`src/rtl/i2s_clk_pkg.sv`:
```
package i2s_clk_pkg;
  // log2 of the largest divisors in each stage
  localparam int BSH_MAX = 2;
  localparam int WSH_MAX = 7;
  localparam int CNT_W   = BSH_MAX + WSH_MAX;

  // control-to-datapath bundle
  typedef struct packed {
    logic       runMaster;
    logic       runSlave;
    logic [1:0] bSh;   // log2 of bit-clock divisor
    logic [2:0] wSh;   // log2 of word-select divisor
  } clkCtrl_t;
endpackage

```
`src/rtl/i2s_clk_ctrl.sv`:
```
module i2s_clk_ctrl
  import i2s_clk_pkg::*;
#(
  parameter int RATIO_W = 12,
  parameter int AUTO_HI = 384,
  parameter int AUTO_LO = 192
) (
  input  logic               clk,
  input  logic               rst_n,
  input  logic               txEnable,
  input  logic               rxEnable,
  input  logic               masterMode,
  input  logic               noGate,
  input  logic               autoSel,
  input  logic [RATIO_W-1:0] ratio,
  input  logic               bclkDivSel,
  input  logic [1:0]         wsDivSel,
  input  logic               frameEnd,
  output clkCtrl_t           ctrl,
  output logic               txOn,
  output logic               rxOn,
  output logic               ifaceEn
);
  localparam logic [RATIO_W-1:0] HI_L = RATIO_W'(AUTO_HI);
  localparam logic [RATIO_W-1:0] LO_L = RATIO_W'(AUTO_LO);

  logic       txQ, rxQ, ngQ, msQ;
  logic [1:0] bShQ, bShNext;
  logic [2:0] wShQ, wShNext;
  logic       runAny, load;

  always_comb begin
    if (autoSel) begin
      if (ratio > HI_L) begin
        bShNext = 2'd2;
        wShNext = 3'd7;
      end else begin
        wShNext = 3'd6;
        bShNext = (ratio < LO_L) ? 2'd1 : 2'd2;
      end
    end else begin
      bShNext = bclkDivSel ? 2'd2 : 2'd1;
      case (wsDivSel)
        2'b00:   wShNext = 3'd5;
        2'b01:   wShNext = 3'd6;
        default: wShNext = 3'd7;
      endcase
    end
  end

  assign runAny = txQ | rxQ | ngQ;
  assign load   = !(runAny && msQ) || frameEnd;

  always_ff @(posedge clk or negedge rst_n) begin
    if (!rst_n) begin
      txQ  <= 1'b0;
      rxQ  <= 1'b0;
      ngQ  <= 1'b0;
      msQ  <= 1'b0;
      bShQ <= 2'd1;
      wShQ <= 3'd5;
    end else begin
      txQ <= txEnable;
      rxQ <= rxEnable;
      ngQ <= noGate;
      msQ <= masterMode;
      if (load) begin
        bShQ <= bShNext;
        wShQ <= wShNext;
      end
    end
  end

  assign ctrl.runMaster = runAny && msQ;
  assign ctrl.runSlave  = runAny && !msQ;
  assign ctrl.bSh       = bShQ;
  assign ctrl.wSh       = wShQ;
  assign txOn           = txQ;
  assign rxOn           = rxQ;
  assign ifaceEn        = txQ | rxQ;

  assert_div_hold_R5: assert property (@(posedge clk) disable iff (!rst_n)
    (ctrl.runMaster && $past(ctrl.runMaster) && !$past(frameEnd))
      |-> ($stable(bShQ) && $stable(wShQ)));
endmodule

```
`src/rtl/i2s_clk_dp.sv`:
```
module i2s_clk_dp
  import i2s_clk_pkg::*;
(
  input  logic     clk,
  input  logic     rst_n,
  input  clkCtrl_t ctrl,
  input  logic     txOn,
  input  logic     rxOn,
  input  logic     extBclk,
  input  logic     extWs,
  output logic     bclk,
  output logic     ws,
  output logic     txFrameStart,
  output logic     rxFrameStart,
  output logic     frameEnd
);
  logic [CNT_W-1:0] cnt, lastCnt, shB, shW;
  logic [3:0]       totSh;
  logic             wsS1, wsS2, wsS3;
  logic             fsAny;

  assign totSh   = {2'b00, ctrl.bSh} + {1'b0, ctrl.wSh};
  assign lastCnt = (CNT_W'(1) << totSh) - CNT_W'(1);
  assign frameEnd = ctrl.runMaster && (cnt == lastCnt);

  always_ff @(posedge clk or negedge rst_n) begin
    if (!rst_n) begin
      cnt  <= '0;
      wsS1 <= 1'b0;
      wsS2 <= 1'b0;
      wsS3 <= 1'b0;
    end else begin
      if (!ctrl.runMaster || frameEnd) cnt <= '0;
      else                             cnt <= cnt + CNT_W'(1);
      wsS1 <= extWs;
      wsS2 <= wsS1;
      wsS3 <= wsS2;
    end
  end

  assign shB = cnt >> (ctrl.bSh - 2'd1);
  assign shW = cnt >> (totSh - 4'd1);

  always_comb begin
    if (ctrl.runMaster) begin
      bclk  = shB[0];
      ws    = shW[0];
      fsAny = (cnt == '0);
    end else if (ctrl.runSlave) begin
      bclk  = extBclk;
      ws    = extWs;
      fsAny = wsS3 && !wsS2;
    end else begin
      bclk  = 1'b0;
      ws    = 1'b0;
      fsAny = 1'b0;
    end
  end

  assign txFrameStart = fsAny && txOn;
  assign rxFrameStart = fsAny && rxOn;

  assert_bclk_toggle_R2: assert property (@(posedge clk) disable iff (!rst_n)
    (ctrl.runMaster && $past(ctrl.runMaster) && ctrl.bSh == 2'd1 && $stable(ctrl.bSh))
      |-> (bclk != $past(bclk)));

  assert_ws_on_bclk_fall_R3: assert property (@(posedge clk) disable iff (!rst_n)
    (ctrl.runMaster && $past(ctrl.runMaster) && ws != $past(ws))
      |-> (!bclk && $past(bclk)));

  assert_strobe_single_R6: assert property (@(posedge clk) disable iff (!rst_n)
    fsAny |=> !fsAny);
endmodule

```
`src/rtl/i2s_clk_gen.sv`:
```
module i2s_clk_gen
  import i2s_clk_pkg::*;
#(
  parameter int RATIO_W = 12,
  parameter int AUTO_HI = 384,
  parameter int AUTO_LO = 192
) (
  input  logic               clk,
  input  logic               rst_n,
  input  logic               txEnable,
  input  logic               rxEnable,
  input  logic               masterMode,
  input  logic               noGate,
  input  logic               autoSel,
  input  logic [RATIO_W-1:0] ratio,
  input  logic               bclkDivSel,
  input  logic [1:0]         wsDivSel,
  input  logic               extBclk,
  input  logic               extWs,
  output logic               bclk,
  output logic               ws,
  output logic               txFrameStart,
  output logic               rxFrameStart,
  output logic               ifaceEn
);
  clkCtrl_t ctrlBus;
  logic     txOn, rxOn, frameEnd;

  i2s_clk_ctrl #(.RATIO_W(RATIO_W), .AUTO_HI(AUTO_HI), .AUTO_LO(AUTO_LO)) ctrl_i (
    .clk(clk), .rst_n(rst_n), .txEnable(txEnable), .rxEnable(rxEnable),
    .masterMode(masterMode), .noGate(noGate), .autoSel(autoSel), .ratio(ratio),
    .bclkDivSel(bclkDivSel), .wsDivSel(wsDivSel), .frameEnd(frameEnd),
    .ctrl(ctrlBus), .txOn(txOn), .rxOn(rxOn), .ifaceEn(ifaceEn)
  );

  i2s_clk_dp dp_i (
    .clk(clk), .rst_n(rst_n), .ctrl(ctrlBus), .txOn(txOn), .rxOn(rxOn),
    .extBclk(extBclk), .extWs(extWs), .bclk(bclk), .ws(ws),
    .txFrameStart(txFrameStart), .rxFrameStart(rxFrameStart), .frameEnd(frameEnd)
  );

  assert_strobe_needs_enable_R7: assert property (@(posedge clk) disable iff (!rst_n)
    (txFrameStart || rxFrameStart) |-> ifaceEn);
endmodule

```
`config.mk`:
```
export PLATFORM = sky130hd
export DESIGN_NAME = i2s_clk_gen
export DESIGN_NICKNAME = d
export VERILOG_FILES = /design/src/rtl/i2s_clk_pkg.sv /design/src/rtl/i2s_clk_ctrl.sv /design/src/rtl/i2s_clk_dp.sv /design/src/rtl/i2s_clk_gen.sv
export SDC_FILE = /design/constraint.sdc
export NUM_CORES = 1
export LEC_CHECK = 0
export ABC_AREA = 1
export BUFFER_PORTS_ARGS = -buffer_cell sky130_fd_sc_hd__buf_2
export CORE_MARGIN = 5
export CORE_UTILIZATION = 49
export CTS_CLUSTER_DIAMETER = 40
export DETAILED_ROUTE_END_ITERATION = 8
export PLACE_DENSITY = 0.82
export SYNTH_ARGS = -nofsm -noshare
export SYNTH_HDL_FRONTEND = slang
export SYNTH_SLANG_ARGS = --single-unit
```
`constraint.sdc`:
```
create_clock -name clk -period 2.9 [get_ports clk]
set_clock_uncertainty 0.1 [all_clocks]
set_input_delay 0.29 -clock clk [delete_from_list [all_inputs] [get_ports clk]]
set_output_delay 0.29 -clock clk [all_outputs]
set_load 0.01 [all_outputs]
```
==> results by group <==
Outcome
  • Status: complete, but fails checks
  • Failing checks: negative setup slack

Synthesis
  • Cell taking the most area after synthesis: dfrtp_1
  • Syn nets: around 230
  • Synth warnings: 0
  • Synthesized cell area: 0.001418 mm²
  • Post-synthesis register bit count: 20
  • Ys async rst share: 100.0%
  • Top post-synthesis cells by area: dfrtp_1, nand2_1, ha_1, nand3_1, inv_1
  • Synth Flop Type: dfrtp_1
  • Synth cell types: 27
  • Post-synth EDFFs: 0
  • Synth top cells by count: nand2_1, inv_1, nor2_1
  • Syn avg cell area: 7.422 µm²
  • Synth top area share: 31.77%
  • Top-count cell post-synth: nand2_1
  • Sequential share of the synthesized area: 35.48%
  • Synth Instances: 191

Floorplanning
  • Die width: approximately 64 µm
  • I/O pin count: 29
  • Die Y: between 60 and 70 µm
  • Initial Util: 51.41%
  • Core area: around 0.0028 mm²
  • Die area: 0.004069 mm²
  • Row count: 19

STA
  • Fin crit period: 2.911 ns
  • Max Freq: 343.5 MHz
  • RSZ-0062 raised after global routing: true
  • Fin crit share: 100.4%
  • Worst slew margin: 53.17%
  • # setup viols final: 1
  • Pins over their slew limit: 0
  • Worst slew pin tran: 0.7016 ns
  • Hold Vio Cnt, Final: 0
  • Setup WS post-layout: -0.01103 ns

Drt
  • DRC Markers: 0
  • Routed vias/inst: 5.156
  • DRT Pass-1 Iters: 4
  • DRT iter0 DRCs: 26
  • Vias: about 1400
  • ANT nets after route: 0
  • WL per Instance: around 12 µm
  • Total Wirelength: 3.228 mm

Critical path
  • Buf/Inv on CP: 2
  • Critical path's top delay family: adder cells
  • Crit start category: register
  • WP data arrival: approximately 2.5 ns
  • Worst r2r path cells: 17
  • Largest stage delay on the critical path: 0.57 ns
  • Cell breakdown of the critical path: ha_4 > fa_2 > inv_2 > ha_4 > ha_4 > nand3b_1 > nand3b_1 > nand2_2 > nand2_1 > nand2_1 > buf_2
  • Max stage delay cell, worst path: dfstp_2
  • Critical path fanouts, max: 3
  • Worst EP required: 2.51 ns
  • Crit. End Element: primary output
  • Crit path depth: 11
  • Most frequent CP cell: ha_4
  • Crit Path Class: register to primary output

Finish
  • Antenna diodes: 0
  • Syn-to-layout area delta: 27.27%
  • Post-layout util: 65.43%
  • Proportion of layout cells with a drive suffix above 1: 28.02%
  • Fillers: 238
  • Layout Nets: 269
  • Cell area after layout: 0.001804 mm²

Global route
  • Total GRT Usage: 16.04%
  • Vias in the first global route: between 1000 and 1500
  • Total gr overflow: 0
  • Initial antenna violation count: 0
  • Largest net degree at the start of global routing: 21
  • First-pass GRT wire length: 5.457 mm

Power
  • Leak: slightly above 0.0009 µW
  • Total chip power: 886.7 µW
  • Max VDD drop: 0.0004283 V
  • Pwr dens: 491.5 mW/mm²

Placement
  • Detailed-placement wirelength estimate: about 2.4 mm
  • Routability cong.: slightly below 0.9
  • Placed cell area: 0.001584 mm²
  • PortBufs: 28

CTS
  • Clk root buf: clkbuf_4
  • Reg clk slew, reported paths: 0.11 ns
  • Number of buffers created by CTS: 3
  • H-tree depth: 1
  • Worst-Skew Late Latency: 0.29 ns
  • Clock sinks: 20
  • CTS tree: built
  • CTS Buffer Depth: 2

Flow run
  • Max-cap violations: 0

Hold path
  • Worst Hold Class: input port to register
  • Hold Path Depth: 5
## cells by family (layout without fill, tap and decap cells)
| group | after synthesis | after routing | share of synthesized area [%] |
|---|---|---|---|
| flops | 20 | 20 | 35.48 |
| compound gates | 11 | 11 | 4.589 |
| xor+xnor | 3 | 3 | 1.854 |
| fa+ha+maj | 12 | 12 | 11.12 |
| buf+inv | 28 | 68 | 8.561 |
| simple gates | 117 | 118 | 38.39 |
## routing by layer
metal | track usage [%] | vias to the layer above | wire, µm | part of all wire (%)
met3 | 2.627 | 4 | 170 | 5.3
met1 | 20.91 | 631 | 1428 | 44
met2 | 26.26 | 33 | 1591 | 49
li1 | - | 688 | - | -
met4 | 6.753 | 0 | 38 | 1.2
met5 | 0 | - | 0 | 0
## path summary, 6_finish.rpt
path / slack (ns) / startpoint / to
max in group asynchronous: 1.99 / rst_n / ctrl_i.bShQ[0]
hold reg to reg: 0.26 / dp_i.wsS1 / dp_i.wsS2
hold / removal: 0.19 / wsDivSel[0] / ctrl_i.wShQ[1]
setup reg to reg: 0.07 / ctrl_i.wShQ[0] / ctrl_i.bShQ[1]
setup / recovery: -0.01 / ctrl_i.wShQ[0] / ws
min in group asynchronous: 0.36 / rst_n / dp_i.cnt[5]
## tightest hold or removal path: cells and delay by family
family        cells  cell delay (ns)
buf+inv           2             0.11
simple gates      3             0.15
## layout make-up
type	count	area (µm²)	area share, %
Clock buffer	3	22.52	1.248
Clock inverter	1	30.03	1.664
Inverter	27	101.3	5.617
Multi-Input combinational cell	144	885.9	49.10
Sequential cell	20	503.0	27.88
Tap cell	31	38.79	2.150
Timing Repair Buffer	37	222.7	12.34
## flip-flops by register name, summed over array words and instances, names as in the netlist
| register | flops |
|---|---|
| ctrl_i.bShQ | 2 |
| ctrl_i.msQ | 1 |
| ctrl_i.ngQ | 1 |
| ctrl_i.rxOn | 1 |
| ctrl_i.txOn | 1 |
| ctrl_i.wShQ | 2 |
| dp_i.cnt | 9 |
| dp_i.wsS1 | 1 |
| dp_i.wsS2 | 1 |
| dp_i.wsS3 | 1 |
## where the power goes
group | switching (µW) | internal, µW
clock | 82.3 | 140
combinational | 200 | 156
sequential | 13.7 | 295
total | 296 | 591
## metrics by stage
| step | hold slack [ns] | std cells | setup slack, ns | TNS [ns] |
|---|---|---|---|---|
| 6_report | 0.1872 | 263 | -0.01103 | -0.01103 |
| 5_1_grt | 0.2000 | 263 | -0.1072 | -0.6601 |
| 4_1_cts | 0.1828 | 262 | -0.04239 | -0.04239 |
| 3_5_place_dp | 0.1638 | 250 | -0.03599 | -0.2472 |
| 3_3_place_gp | 0.1602 | 250 | 0.07295 | 0 |
| 2_1_floorplan | -0.1056 | 191 | 0.1277 | 0 |
## timing repair
action | 4_1_cts | 5_1_grt
setup buffers | 2 | 0
endpoints found under the hold margin | 23 | 0
setup endpoints to repair | 12 | 14
hold buffers | 6 | 0
cloned | 0 | 1
resized for setup | 5 | 8
pin swaps | 2 | 5
## cell usage in the layout (no fill, tap or decap), types with 5 or more instances in the layout
cell type / count
nand2_2: 6
ha_4: 5
inv_1: 21
buf_2: 28
inv_2: 6
nand2_1: 48
dlygate4sd3_1: 6
dfrtp_1: 18
nand3_1: 20
ha_1: 6
nor2_1: 22
(Power assumes the default switching activity.)
